`src/rtl/srot_pkg.sv`:
```
package srot_pkg;

    typedef enum logic [2:0] {
        OP_ASL = 3'd0,
        OP_ASR = 3'd1,
        OP_LSL = 3'd2,
        OP_LSR = 3'd3,
        OP_ROL = 3'd4,
        OP_ROR = 3'd5,
        OP_RCL = 3'd6,
        OP_RCR = 3'd7
    } op_t;

    typedef enum logic [1:0] {
        SZ_BYTE = 2'd0,
        SZ_HALF = 2'd1,
        SZ_FULL = 2'd2,
        SZ_FULL_ALT = 2'd3
    } size_t;

    typedef struct packed {
        logic n;
        logic z;
        logic v;
        logic c;
    } flags_t;

    localparam int NUM_LANES = 3;

endpackage

```
`src/rtl/srot_step.sv`:
```
module srot_step
    import srot_pkg::*;
#(
    parameter int W = 8
) (
    input  logic [W-1:0] val_i,
    input  logic         cin_i,
    input  op_t          op_i,
    output logic [W-1:0] val_o,
    output logic         cout_o,
    output logic         sgn_flip_o
);

    localparam int MSB = W - 1;

    always_comb begin
        val_o  = val_i;
        cout_o = 1'b0;
        unique case (op_i)
            OP_ASL, OP_LSL: begin
                val_o  = {val_i[MSB-1:0], 1'b0};
                cout_o = val_i[MSB];
            end
            OP_ASR: begin
                val_o  = {val_i[MSB], val_i[MSB:1]};
                cout_o = val_i[0];
            end
            OP_LSR: begin
                val_o  = {1'b0, val_i[MSB:1]};
                cout_o = val_i[0];
            end
            OP_ROL: begin
                val_o  = {val_i[MSB-1:0], val_i[MSB]};
                cout_o = val_i[MSB];
            end
            OP_ROR: begin
                val_o  = {val_i[0], val_i[MSB:1]};
                cout_o = val_i[0];
            end
            OP_RCL: begin
                val_o  = {val_i[MSB-1:0], cin_i};
                cout_o = val_i[MSB];
            end
            OP_RCR: begin
                val_o  = {cin_i, val_i[MSB:1]};
                cout_o = val_i[0];
            end
            default: begin
                val_o  = val_i;
                cout_o = cin_i;
            end
        endcase
    end

    // the sign changes on this step when the two top bits differ
    assign sgn_flip_o = (op_i == OP_ASL) && (val_i[MSB] != val_i[MSB-1]);

endmodule

```
`src/rtl/srot_lane.sv`:
```
module srot_lane
    import srot_pkg::*;
#(
    parameter int W = 8
) (
    input  logic [W-1:0] val_i,
    input  logic         cin_i,
    input  op_t          op_i,
    input  logic         two_i,
    output logic [W-1:0] res_o,
    output logic         c_o,
    output logic         v_o
);

    logic [W-1:0] s1_val;
    logic [W-1:0] s2_val;
    logic         s1_c;
    logic         s2_c;
    logic         s1_flip;
    logic         s2_flip;

    srot_step #(.W(W)) u_first (
        .val_i      (val_i),
        .cin_i      (cin_i),
        .op_i       (op_i),
        .val_o      (s1_val),
        .cout_o     (s1_c),
        .sgn_flip_o (s1_flip)
    );

    srot_step #(.W(W)) u_second (
        .val_i      (s1_val),
        .cin_i      (s1_c),
        .op_i       (op_i),
        .val_o      (s2_val),
        .cout_o     (s2_c),
        .sgn_flip_o (s2_flip)
    );

    always_comb begin
        if (two_i) begin
            res_o = s2_val;
            c_o   = s2_c;
            v_o   = s1_flip | s2_flip;
        end else begin
            res_o = s1_val;
            c_o   = s1_c;
            v_o   = s1_flip;
        end
    end

endmodule

```
`src/rtl/srot_unit.sv`:
```
module srot_unit
    import srot_pkg::*;
#(
    parameter int DATA_W = 32
) (
    input  logic              clk,
    input  logic              rst_n,
    input  logic [DATA_W-1:0] opnd_i,
    input  logic              carry_i,
    input  logic [2:0]        op_i,
    input  logic [1:0]        size_i,
    input  logic              two_i,
    output logic [DATA_W-1:0] result_o,
    output logic              flag_c_o,
    output logic              flag_v_o,
    output logic              flag_z_o,
    output logic              flag_n_o
);

    localparam int BYTE_W = DATA_W / 4;

    typedef struct packed {
        logic [DATA_W-1:0] result;
        flags_t            flags;
    } state_t;

    op_t               op_sel;
    logic [DATA_W-1:0] lane_res [NUM_LANES];
    logic              lane_c   [NUM_LANES];
    logic              lane_v   [NUM_LANES];
    logic [DATA_W-1:0] lane_mask[NUM_LANES];
    logic              lane_sgn [NUM_LANES];

    state_t state_d;
    state_t state_q;

    assign op_sel = op_t'(op_i);

    for (genvar g = 0; g < NUM_LANES; g++) begin : g_lane
        localparam int LW = BYTE_W << g;
        logic [LW-1:0] res_w;

        srot_lane #(.W(LW)) u_lane (
            .val_i (opnd_i[LW-1:0]),
            .cin_i (carry_i),
            .op_i  (op_sel),
            .two_i (two_i),
            .res_o (res_w),
            .c_o   (lane_c[g]),
            .v_o   (lane_v[g])
        );

        assign lane_res[g]  = DATA_W'(res_w);
        assign lane_mask[g] = DATA_W'({LW{1'b1}});
        assign lane_sgn[g]  = res_w[LW-1];
    end

    always_comb begin
        int unsigned       idx;
        logic [DATA_W-1:0] field;

        unique case (size_t'(size_i))
            SZ_BYTE: idx = 0;
            SZ_HALF: idx = 1;
            default: idx = 2;
        endcase

        field                = lane_res[idx] & lane_mask[idx];
        state_d.result       = (opnd_i & ~lane_mask[idx]) | field;
        state_d.flags.n      = lane_sgn[idx];
        state_d.flags.z      = (field == '0);
        state_d.flags.v      = lane_v[idx];
        state_d.flags.c      = lane_c[idx];
    end

    always_ff @(posedge clk or negedge rst_n) begin
        if (!rst_n) begin
            state_q <= '0;
        end else begin
            state_q <= state_d;
        end
    end

    assign result_o = state_q.result;
    assign flag_n_o = state_q.flags.n;
    assign flag_z_o = state_q.flags.z;
    assign flag_v_o = state_q.flags.v;
    assign flag_c_o = state_q.flags.c;

endmodule

```
`config.mk`:
```
export PLATFORM = sky130hd
export DESIGN_NAME = srot_unit
export DESIGN_NICKNAME = d
export VERILOG_FILES = /design/src/rtl/srot_pkg.sv /design/src/rtl/srot_step.sv /design/src/rtl/srot_lane.sv /design/src/rtl/srot_unit.sv
export SDC_FILE = /design/constraint.sdc
export NUM_CORES = 1
export LEC_CHECK = 0
export BUFFER_PORTS_ARGS = -buffer_cell sky130_fd_sc_hd__buf_2
export CAP_MARGIN = 30
export CORE_UTILIZATION = 40
export DETAILED_ROUTE_END_ITERATION = 12
export PLACE_DENSITY = 0.67
export REMOVE_ABC_BUFFERS = 1
export SYNTH_ARGS = -nofsm -noshare
export SYNTH_HDL_FRONTEND = slang
export SYNTH_SLANG_ARGS = --single-unit
```
`constraint.sdc`:
```
create_clock -name clk -period 0.8 [get_ports clk]
set_clock_uncertainty 0.1 [all_clocks]
set_input_delay 0.04 -clock clk [delete_from_list [all_inputs] [get_ports clk]]
set_output_delay 0.04 -clock clk [all_outputs]
set_load 0.02 [all_outputs]
```
[Word level (Yosys, flattened, before mapping)]
Cells that the tools add are included.
W data, S select, Z words.
Word-level totals
  output and inout bits: 36
  word-level logic and storage cells: 77
  register bits after elaboration: 36
Operators by class
  muxes and demuxes: 37
  order comparisons: 1
  reduce and logical (&&, ||, !) cells: 12
  bitwise gates (word level): 8
  equal/unequal tests: 14
Operators by type and width (count)
  $pmux W32 S7: 2
  $pmux W16 S7: 2
  $mux W32: 5
  $bmux W32 S2: 2
  $pmux W8 S7: 2
  $and A32 B32 Y32: 2
  $ge A33 B3 Y1 const B: 1
  $not A32 Y33: 1
  $logic_not A32 Y1: 1
  $not A32 Y32: 1
  $or A32 B32 Y32: 1
  $mux W16: 1
  $eq A3 B3 Y1 const B: 4
  $mux W1: 12
  $pmux W1 S2: 6
  $mux W8: 1
  $reduce_or A4 Y1: 2
  $bmux W1 S2: 3
  $eq A3 B2 Y1 const B: 2
  $logic_and A1 B1 Y1: 6
  $ne A1 B1 Y1: 6
  $pmux W2 S2: 1
  $eq A3 B1 Y1 const B: 1
  $logic_not A3 Y1: 1
  4 further kinds: 6

[Depth between registers and ports, before layout]
  depth after elaboration: 10
  mapped depth: 9
  depth with buffers taken out: 6

[Cells and area by module]
From an unflattened synthesis, not the netlist that was laid out.
Unflattened totals
  cell total of the unflattened synthesis: 388
  area total of the unflattened synthesis: 4403.0 um^2
By module, submodules not included
  srot_unit: area an instance 1589.0 um^2, times used 1, cells an instance 135
  srot_step (g_lane[2].u_lane.u_first ...): area an instance 460.4 um^2, times used 2, cells an instance 45
  srot_lane (g_lane[2].u_lane): area an instance 559.3 um^2, times used 1, cells an instance 38
  srot_step (g_lane[1].u_lane.u_first ...): area an instance 250.2 um^2, times used 2, cells an instance 28
  srot_step (g_lane[0].u_lane.u_first ...): area an instance 206.4 um^2, times used 2, cells an instance 19
  srot_lane (g_lane[1].u_lane): area an instance 265.3 um^2, times used 1, cells an instance 20
  srot_lane (g_lane[0].u_lane): area an instance 155.1 um^2, times used 1, cells an instance 11

[Worst setup path after synthesis]
OpenSTA, ideal clock, no wires.
  kind: input -> register
  start: input two_i
  end: register state_q, in the netlist flag_z_o
  cell stages on the path: 7
  arrival time: 1.837 ns
  setup time: 0.080 ns
  data required time: 0.620 ns
  slack: -1.218 ns
  path through: buf_6 > buf_2 > mux4_2 > nor4_1 > nand4b_1 > a211o_1 > nor3_2
RTL lines
  start, declared: line srot_unit.sv:12  | input logic two_i,
  end signal, assigned: line srot_unit.sv:80  | state_q <= state_d;
  end, declared: line srot_unit.sv:35  | state_t state_q;

==> summary.md <==
| Metric | Value |
|---|---|
| Status | `finished with violations` |
| Violated checks | `negative hold slack, negative setup slack` |
| XOR/XNOR Fraction of Synth Area | `0.0164` |
| PortBufs | `76` |
| Reg power frac | `0.296` |
| Post-Place Setup Slack | `-1.48 ns` |
| Combinational share of power | `0.468` |
| Largest net degree at the start of global routing | `37` |
| Critical path capture point type | `register` |
| Top cell type's share of synthesized area | `0.337` |
| Worst setup startpoint | `two_i` |
| Root buffer cell | `clkbuf_8` |
| Sum Neg Setup Slack | `-17.96 ns` |
| Final setup violation count | `72` |
| DR pass1 iterations | `6` |
| RSZ-0062 raised after global routing | `yes` |
| Crit share post-route | `2.30` |
| Critical path data required time | `0.92 ns` |
| Antenna violations before repair | `0` |
| Hold Path Class | `primary input to register` |
| P_int | `4.63 mW` |
| Adder-Cell Fraction of Synth Area | `0` |
| Vias in the first global route | `3494` |
| Area delta synth->final | `94.6%` |
| Final hold vios | `4` |
| Worst slew pin tran | `0.468 ns` |
| Drt wl/cell | `26.9 um` |
| EDFF count, synth | `0` |
| # rows | `29` |
| Setup crit start kind | `primary input` |
| Mapped Cells | `253` |
| Count leader, synth | `nor2_1` |
| CTS Hold Bufs | `5` |
| Post-synth top cells | `nor2_1, dfrtp_1, mux4_2, o21ai_0, nand2_1` |
| Max Slew Vio Count | `0` |
| Die Y | `83.7 um` |
| Vias per Instance | `6.87` |
| Drc violations | `0` |
| Placed insts | `463` |
| Maximum vdd drop | `1000 uV` |
| CTS tree | `built` |
| Sequential Area | `901 um^2` |
| Multi-input logic area | `2000 um^2` |
| Tmin final | `1.84 ns` |
| GRT Util Overall | `0.362` |
| # IOs | `77` |
| Starting Density | `0.418` |
| Max stage delay cell, worst path | `or4_4` |
| Kind of critical path | `primary input to register` |
| Register area share after synthesis | `0.337` |
| Syn avg cell area | `10.6 um^2` |
| PD cells | `1360 nW/um^2` |
| Number of routed nets with antenna violations | `0` |
| CTS Buf Count | `5` |
| Detail Placement HPWL | `6.24 mm` |
| Final hold slack | `-0.175 ns` |
| Fillers | `305` |
| Die area | `7010 um^2` |
| Core area | `6390 um^2` |
| Combinational family with the most area after synthesis | `multiplexers` |
| Ys Warns | `0` |
| Leakage Power | `2.28 nW` |
| Reg clk slew, reported paths | `0.08 ns` |
| Critical path cell sequence | `buf_12 > mux4_2 > or4_4 > nand4b_1 > a211o_1 > nor3_2` |
| Yosys reg bits | `36` |
| Arrival time of the worst setup path | `1.96 ns` |
| Vias | `3593` |
| Post-synthesis mux area share | `0.307` |
| Max_slew headroom | `0.686` |
| Max cap viols | `0` |
| WP depth | `6` |
| Async SR Flop Fraction | `1.00` |
| 1st-iter DRT viols | `591` |
| Total grt overflow | `0` |
| Final std cells w/o fill | `523` |
| Yosys cell types | `51` |
| Final antenna diode count | `0` |
| Maximum fanout along the worst path | `7` |
| Top cells by area, synth | `dfrtp_1, mux4_2, nor2_1` |
| Clock sink count | `36` |
| CTS H-tree lvls | `2` |
| Final nets | `486` |
| CP top delay family | `simple AND/OR/NAND/NOR gates` |
| Setup WS post-layout | `-1.04 ns` |
| Switching power | `2.44 mW` |
| Synthesized cell area | `2670 um^2` |
| Post-Synth Simple-Gate Area | `0.155` |
| Final wirelength | `14.1 mm` |
| Switch share | `0.345` |
| Clock share of power | `0.237` |
| Clk buf depth | `2` |
| CP peak stage delay | `0.58 ns` |
| Share of cells above drive strength 1 | `0.682` |
| Die Wd | `83.7 um` |
| Power, Total | `7.07 mW` |
| Peak Freq | `0.544 GHz` |
| Global-route wire length before repair | `19.5 mm` |
| Synth Area in Compound Gates | `0.133` |
| Main flop type after synthesis | `dfrtp_1` |
| Worst setup path end | `flag_z_o` |
| GP Congestion | `0.914` |
| Bufs and invs on worst path | `1` |
| Cell taking the most area after synthesis | `dfrtp_1` |
-- per-layer routing --
metal / vias up / global-route usage / wire (um)
met3: 127 / 0.0752 / 1740
met2: 403 / 0.565 / 6360
met1: 1711 / 0.464 / 4920
met4: 0 / 0.213 / 1080
li1: 1352 / - / -
met5: - / 0 / 0
-- what timing repair did --
| item | CTS | global route |
|---|---|---|
| buffers inserted | 30 | 19 |
| endpoints found under the setup margin | 72 | 72 |
| cloned | 5 | 0 |
| pin swaps | 23 | 18 |
| gates resized for setup | 186 | 64 |
| endpoints found under the hold margin | 44 | 3 |
-- cell usage in the layout, fill, tap and decap left out, types with 3 or more instances in the layout --
cell type       n
nand2_1         9
buf_8           4
mux4_2         27
nor4_2          3
nand2b_1        4
buf_2          32
mux2_4          3
buf_16          4
nor2_1         35
xnor2_1         3
o21ai_2         6
o21ai_0         3
buf_6          74
nor3_1          4
dlygate4sd3_1   5
o21ai_1         4
mux2_2          5
o211ai_1        5
mux2i_4         4
dfrtp_1        36
inv_1           5
clkbuf_8        5
buf_12         14
nor2_2          8
buf_4          76
-- flip-flops by register name (all words and copies together) (netlist names) --
signal,cells
result_o,32
flag_v_o,1
flag_z_o,1
flag_c_o,1
flag_n_o,1
-- stage by stage --
stage | util | area, um^2
2_1_floorplan | - | 2560
6_report | 0.814 | 5200
3_3_place_gp | 0.579 | 3700
3_5_place_dp | 0.579 | 3700
5_1_grt | 0.814 | 5200
4_1_cts | 0.760 | 4850
-- area by class of cell --
cell class              count  share of cell area
repair buffers            209               0.397
multi-input cells         185               0.384
flip-flops and latches     36               0.173
well taps                  77              0.0185
clock buffers               6              0.0140
clock inverters             2             0.00674
inverters                   8             0.00626
-- worst min-delay path by stage --
stage,startpoint,end,slack (ns),depth (start not counted)
after floorplan,rst_n,flag_c_o,-0.36,0
after global placement,rst_n,result_o[27],-0.09,2
after detailed placement,rst_n,result_o[27],-0.08,2
after CTS,op_i[2],flag_v_o,-0.18,2
after global routing,op_i[1],flag_v_o,-0.18,2
final,op_i[1],flag_v_o,-0.18,2
-- logic make-up after synthesis --
logic type | count (synthesis)
compound gates | 50
xor+xnor | 5
buf+inv | 32
flops | 36
mux | 44
simple gates | 86
-- power groups by stage --
stage	clock (mW)	combinational (mW)	sequential, mW
2_1_floorplan	0	0.679	2.32
3_3_place_gp	0	1.99	2.07
3_5_place_dp	0	2.01	2.07
4_1_cts	1.65	2.77	2.08
5_1_grt	1.78	3.41	2.10
6_report	1.67	3.31	2.09
Note: power is estimated with default switching activity, not from simulation.
